$ cat src/rtl/fw_pkg.sv
package fw_pkg;
   typedef enum logic [1:0] {
      FW_ADD  = 2'd0,
      FW_DROP = 2'd1,
      FW_FLIP = 2'd2,
      FW_WIPE = 2'd3
   } fw_op_e;

   typedef enum logic {
      FW_IDLE = 1'b0,
      FW_SCAN = 1'b1
   } fw_state_e;
endpackage

$ cat src/rtl/fw_entry_store.sv
module fw_entry_store #(
   parameter int ENTRIES = 8,
   parameter int ADDR_W  = 16,
   parameter int IW      = 3,
   parameter int CW      = 4
) (
   input  logic              clk,
   input  logic              rst_n,
   input  logic              wr_en,
   input  logic [IW-1:0]     wr_idx,
   input  logic [ADDR_W-1:0] wr_data,
   input  logic [IW-1:0]     rd_idx,
   output logic [ADDR_W-1:0] rd_data,
   input  logic [IW-1:0]     tail_idx,
   output logic [ADDR_W-1:0] tail_data,
   input  logic [CW-1:0]     live_count,
   input  logic [ADDR_W-1:0] fetch_addr,
   output logic [ENTRIES-1:0] hit_vec
);
   logic [ADDR_W-1:0] slot_q [ENTRIES];

   for (genvar i = 0; i < ENTRIES; i++) begin : g_slot
      localparam logic [CW-1:0] SLOT_NO = CW'(i);
      localparam logic [IW-1:0] SLOT_IX = IW'(i);

      always_ff @(posedge clk or negedge rst_n) begin
         if (!rst_n)
            slot_q[i] <= '0;
         else if (wr_en && wr_idx == SLOT_IX)
            slot_q[i] <= wr_data;
      end

      assign hit_vec[i] = (SLOT_NO < live_count) && (slot_q[i] == fetch_addr);
   end

   assign rd_data   = slot_q[rd_idx];
   assign tail_data = slot_q[tail_idx];
endmodule

$ cat src/rtl/fw_cmd_ctrl.sv
module fw_cmd_ctrl
   import fw_pkg::*;
#(
   parameter int ENTRIES = 8,
   parameter int ADDR_W  = 16,
   parameter int IW      = 3,
   parameter int CW      = 4
) (
   input  logic              clk,
   input  logic              rst_n,
   input  logic              cmd_valid,
   input  logic [1:0]        cmd_op,
   input  logic [ADDR_W-1:0] cmd_addr,
   input  logic [ADDR_W-1:0] rd_data,
   input  logic [ADDR_W-1:0] tail_data,
   output logic [IW-1:0]     rd_idx,
   output logic [IW-1:0]     tail_idx,
   output logic              wr_en,
   output logic [IW-1:0]     wr_idx,
   output logic [ADDR_W-1:0] wr_data,
   output logic [CW-1:0]     live_count,
   output logic              busy
);
   localparam logic [CW-1:0] FULL_COUNT = CW'(ENTRIES);

   fw_state_e         state_q;
   fw_op_e            op_q;
   fw_op_e            cmd_kind;
   logic [ADDR_W-1:0] addr_q;
   logic [CW-1:0]     idx_q;
   logic [CW-1:0]     count_q;
   logic [CW-1:0]     tail_sum;
   logic              at_end;
   logic              same;
   logic              full;
   logic              do_append;
   logic              do_remove;

   assign cmd_kind = fw_op_e'(cmd_op);
   assign at_end   = (idx_q >= count_q);
   assign same     = (rd_data == addr_q);
   assign full     = (count_q == FULL_COUNT);
   assign tail_sum = count_q - CW'(1);
   assign tail_idx = tail_sum[IW-1:0];
   assign rd_idx   = idx_q[IW-1:0];

   assign do_append = (state_q == FW_SCAN) && at_end && (op_q != FW_DROP) && !full;
   assign do_remove = (state_q == FW_SCAN) && !at_end && same && (op_q != FW_ADD);

   always_comb begin
      wr_en   = 1'b0;
      wr_idx  = idx_q[IW-1:0];
      wr_data = addr_q;
      if (do_append) begin
         wr_en   = 1'b1;
         wr_idx  = count_q[IW-1:0];
         wr_data = addr_q;
      end else if (do_remove) begin
         wr_en   = 1'b1;
         wr_idx  = idx_q[IW-1:0];
         wr_data = tail_data;
      end
   end

   always_ff @(posedge clk or negedge rst_n) begin
      if (!rst_n) begin
         state_q <= FW_IDLE;
         op_q    <= FW_ADD;
         addr_q  <= '0;
         idx_q   <= '0;
         count_q <= '0;
      end else begin
         case (state_q)
            FW_IDLE: begin
               if (cmd_valid) begin
                  if (cmd_kind == FW_WIPE) begin
                     count_q <= '0;
                  end else begin
                     state_q <= FW_SCAN;
                     op_q    <= cmd_kind;
                     addr_q  <= cmd_addr;
                     idx_q   <= '0;
                  end
               end
            end
            FW_SCAN: begin
               if (at_end) begin
                  if (do_append)
                     count_q <= count_q + CW'(1);
                  state_q <= FW_IDLE;
               end else if (same) begin
                  if (do_remove)
                     count_q <= tail_sum;
                  state_q <= FW_IDLE;
               end else begin
                  idx_q <= idx_q + CW'(1);
               end
            end
            default: state_q <= FW_IDLE;
         endcase
      end
   end

   assign live_count = count_q;
   assign busy       = (state_q == FW_SCAN);
endmodule

$ cat src/rtl/fetch_watch_unit.sv
module fetch_watch_unit #(
   parameter int ENTRIES = 8,
   parameter int ADDR_W  = 16,
   localparam int CW     = $clog2(ENTRIES + 1)
) (
   input  logic              clk,
   input  logic              rst_n,
   input  logic              cmd_valid,
   input  logic [1:0]        cmd_op,
   input  logic [ADDR_W-1:0] cmd_addr,
   output logic              busy,
   output logic [CW-1:0]     entry_count,
   input  logic [ADDR_W-1:0] fetch_addr,
   output logic              hit
);
   localparam int IW = $clog2(ENTRIES);

   if (ENTRIES < 2 || ENTRIES > 256) begin : g_bad_entries
      $fatal(1, "fetch_watch_unit: ENTRIES must lie in 2..256");
   end
   if (ADDR_W < 1) begin : g_bad_width
      $fatal(1, "fetch_watch_unit: ADDR_W must be positive");
   end

   logic              wr_en;
   logic [IW-1:0]     wr_idx;
   logic [ADDR_W-1:0] wr_data;
   logic [IW-1:0]     rd_idx;
   logic [ADDR_W-1:0] rd_data;
   logic [IW-1:0]     tail_idx;
   logic [ADDR_W-1:0] tail_data;
   logic [CW-1:0]     live_count;
   logic [ENTRIES-1:0] hit_vec;

   fw_cmd_ctrl #(
      .ENTRIES(ENTRIES), .ADDR_W(ADDR_W), .IW(IW), .CW(CW)
   ) u_ctrl (
      .clk        (clk),
      .rst_n      (rst_n),
      .cmd_valid  (cmd_valid),
      .cmd_op     (cmd_op),
      .cmd_addr   (cmd_addr),
      .rd_data    (rd_data),
      .tail_data  (tail_data),
      .rd_idx     (rd_idx),
      .tail_idx   (tail_idx),
      .wr_en      (wr_en),
      .wr_idx     (wr_idx),
      .wr_data    (wr_data),
      .live_count (live_count),
      .busy       (busy)
   );

   fw_entry_store #(
      .ENTRIES(ENTRIES), .ADDR_W(ADDR_W), .IW(IW), .CW(CW)
   ) u_store (
      .clk        (clk),
      .rst_n      (rst_n),
      .wr_en      (wr_en),
      .wr_idx     (wr_idx),
      .wr_data    (wr_data),
      .rd_idx     (rd_idx),
      .rd_data    (rd_data),
      .tail_idx   (tail_idx),
      .tail_data  (tail_data),
      .live_count (live_count),
      .fetch_addr (fetch_addr),
      .hit_vec    (hit_vec)
   );

   assign entry_count = live_count;
   assign hit         = |hit_vec;
endmodule

$ cat config.mk
export PLATFORM = sky130hd
export DESIGN_NAME = fetch_watch_unit
export DESIGN_NICKNAME = d
export VERILOG_FILES = /design/src/rtl/fw_pkg.sv /design/src/rtl/fw_entry_store.sv /design/src/rtl/fw_cmd_ctrl.sv /design/src/rtl/fetch_watch_unit.sv
export SDC_FILE = /design/constraint.sdc
export NUM_CORES = 1
export LEC_CHECK = 0
export ABC_CLOCK_PERIOD_IN_PS = 4400
export CORE_ASPECT_RATIO = 1.4
export CORE_UTILIZATION = 50
export CTS_BUF_LIST = sky130_fd_sc_hd__clkbuf_8
export CTS_CLUSTER_SIZE = 28
export DETAILED_ROUTE_END_ITERATION = 10
export DONT_BUFFER_PORTS = 1
export GPL_TIMING_DRIVEN = 1
export PLACE_DENSITY = 0.65
export SETUP_SLACK_MARGIN = 0.02
export SLEW_MARGIN = 10
export SYNTH_ARGS = -nofsm -noshare
export SYNTH_HDL_FRONTEND = slang
export SYNTH_SLANG_ARGS = --single-unit
$ cat constraint.sdc
create_clock -name clk -period 4.4 [get_ports clk]
set_clock_uncertainty 0.15 [all_clocks]
set_input_delay 1.32 -clock clk [delete_from_list [all_inputs] [get_ports clk]]
set_output_delay 1.32 -clock clk [all_outputs]
set_load 0.03 [all_outputs]
==> impl_metrics.ini <==
[outcome]
status = complete, no violations

[global_route]
grt.busiest_layer = met2
grtUsageMet1 = 0.386
overflow = 0
antenna_found_initial = 0
grt_pass1_wl_mm = 47.1
grt_pass1_vias = 7337
grt.met3_usage = 0.0653
grt_max_degree = 156
grt_use_met2 = 0.521
grt.total_usage = 0.311

[timing]
max-slew-margin-rel = 0.289
setup_viol = 0
tightestPinTransition_ns = 1.06
rsz0062_at_grt = false
hold_violations = 0
period_share = 0.974
slew_viol_final = 0
fin_setup_tns_ns = 0
max_freq_mhz = 233
setup_slack_ns = 0.116
finalCriticalPeriod_ns = 4.28

[power]
p_switching_mw = 3.37
intPower_mw = 4.40
p_leak_nw = 4.65
p_clk_frac = 0.129
total_power_mw = 7.77
p_per_area_nw_per_um2 = 704
max-vdd-ir-drop_mv = 0.251
p_seq_frac = 0.361
p_comb_frac = 0.511
swShare = 0.434

[route]
viasPerCell = 6.61
dr.pass1.iters = 5
dr_total_vias = 6932
drc = 0
wl_mm = 30.7
drtAntennaViolNets = 0
initialDrtViolationCount = 589
wl_per_cell_um = 29.3

[final_layout]
nets = 828
final_cell_mix = mux2_2 (164), dfrtp_1 (153), xnor2_1 (85)
seq_area_um2 = 3880
synthToLayoutAreaGrowth_pct = 6.52
diodes = 0
fillCellCount = 1698
post-route-util = 0.550
final_common_cell = mux2_2
design_area_um2 = 11000
multi_input_area_um2 = 6180
drive_above_1_share = 0.417

[clock_tree]
cts_hold_buffers = 0
htree_levels = 4
cts-buffers-inserted = 17
cts.sinks = 155
root_buffer = clkbuf_8
cts_tree = done
insertion_delay_ns = 0.47
max-clock-path-buffers = 2
clkTransAtPathRegs_ns = 0.10

[critical_path]
crit_family = simple AND/OR/NAND/NOR gates
crit_type = in -> out
worst_setup_path_start_kind = primary input
critical_path_arrival_ns = 2.81
path_common_cell = nand4_1
path_max_fanout = 8
cp_slowest_stage_delay_ns = 0.47
critPathSlowestCell = nor4_2
cp.required_ns = 2.93
path_buf_inv = 1
crit_path_cell_trace = xnor2_1 -> nand4_1 -> nor4_2 -> a31oi_1 -> nand4_1 -> buf_4
critPathCaptureType = output pin

[place]
post-place-ws_ns = -0.0203
dpl-instance-area_um2 = 10700
io_buffers = 0
gp_congestion = 0.909
hpwl_mm = 22.0

[synthesis]
synth-seq-cells = 155
yosys.area.top_type = dfrtp_1
syn_nets = 834
synth_sequential_area_ratio = 0.374
syn-instance-count = 789
netlist_top_cells_area = dfrtp_1 (37%), mux2_2 (18%), mux4_2 (10%)
yosys.area.top_type_share = 0.374
synth_area_per_cell_um2 = 13.1
syn_area_um2 = 10400
synth_cell_types = 47
yosysWarnings = 0

[floorplanning]
row_count = 61
initial_utilization = 0.516
die_area_um2 = 21300
die_h_um = 172
pin_count = 43
die_w_um = 124
coreArea_um2 = 20100

[job]
cap_violations = 0

[hold_path]
hold_path.class = in -> async
worst paths after layout:
| kind | slack [ns] | from | depth (start not counted) | end |
|---|---|---|---|---|
| min in group clk | 0.41 | u_ctrl.idx_q[3]$_DFFE_PN0P_ | 2 | u_ctrl.idx_q[3]$_DFFE_PN0P_ |
| setup / recovery | 0.12 | fetch_addr[9] | 6 | hit |
| setup reg to reg | 0.27 | u_ctrl.idx_q[1]$_DFFE_PN0P_ | 10 | u_store.slot_q[98]$_DFFE_PN0P_ |
| max in group asynchronous | 3.36 | rst_n | 0 | u_store.slot_q[121]$_DFFE_PN0P_ |
| hold / removal | 0.38 | rst_n | 0 | u_store.slot_q[5]$_DFFE_PN0P_ |
| hold reg to reg | 0.41 | u_ctrl.idx_q[3]$_DFFE_PN0P_ | 2 | u_ctrl.idx_q[3]$_DFFE_PN0P_ |
sequential cells by signal, summed over array words and instances (netlist names):
signal / count
u_ctrl.idx_q: 4
u_ctrl.live_count: 4
u_ctrl.busy: 1
u_store.slot_q: 128
u_ctrl.op_q: 2
u_ctrl.addr_q: 16
worst register-to-register path, cell delays in order (launching register included):
cell	delay [ns]
dfrtp_1	0.61
buf_12	0.22
mux4_2	0.32
mux2i_1	0.19
xor2_1	0.33
nand4_1	0.33
nor4_4	0.35
o2111ai_4	0.43
o32ai_4	0.36
buf_4	0.36
mux2_2	0.39
per-layer routing:
| metal | up-vias | share of wire |
|---|---|---|
| li1 | 2936 | - |
| met3 | 65 | 0.057 |
| met4 | 0 | 0.039 |
| met1 | 3675 | 0.40 |
| met5 | - | 0 |
| met2 | 256 | 0.51 |
cells in the mapped netlist (all sizes together):
cell / number
or4: 3
mux2: 205
o211ai: 6
a2111oi: 2
o32a: 2
or3: 6
a32oi: 2
inv: 6
nand3: 14
o21ai: 9
nor3b: 2
nand2b: 5
nor3: 2
nand4: 23
o21a: 2
nor4: 17
a211oi: 2
and2: 1
nor2: 9
a21o: 2
a21bo: 1
buf: 27
nand2: 12
o2111ai: 1
a21oi: 5
clkbuf: 28
xor2: 58
o221a: 1
ha: 8
or2: 1
mux2i: 15
o22ai: 13
dfrtp: 155
xnor2: 85
a31oi: 2
mux4: 48
nor2b: 1
o31ai: 2
o32ai: 6
kinds of logic (layout without fill, tap and decap cells):
group                    count (synthesis)  after routing  synth area share
buffers and inverters                   61             68            0.0330
flip-flops                             155            155             0.374
AND/OR/NAND/NOR                         96             96            0.0545
AO/OA/AOI/OAI                           58             58            0.0518
multiplexers                           268            268             0.356
adder cells (fa/ha/maj)                  8              8           0.00966
XOR/XNOR                               143            143             0.121
through the flow:
step           cells  hold slack, ns
2_1_floorplan    789           0.357
5_1_grt         1048           0.356
3_3_place_gp    1016           0.386
4_1_cts         1048           0.372
3_5_place_dp    1016           0.389
6_report        1048           0.385
power groups by stage:
| stage | Sequential [mW] | Clock, mW | Combinational (mW) |
|---|---|---|---|
| after floorplan | 2.50 | 0 | 3.06 |
| after global placement | 2.77 | 0 | 3.84 |
| after detailed placement | 2.80 | 0 | 3.92 |
| after CTS | 2.78 | 1.02 | 3.94 |
| after global routing | 2.88 | 1.07 | 4.22 |
| final | 2.80 | 0.999 | 3.97 |
repair_timing:
action,in CTS,in global routing
resized for setup,2,2
endpoints found under the setup margin,1,1
buffers inserted,0,0
area by class of cell:
type	count	share of cell area
well taps	252	0.0286
clock buffers	17	0.0212
clock inverters	15	0.0107
flip-flops and latches	155	0.352
repair buffers	30	0.0261
multi-input cells	573	0.560
inverters	6	0.00204
(Power assumes the default switching activity.)
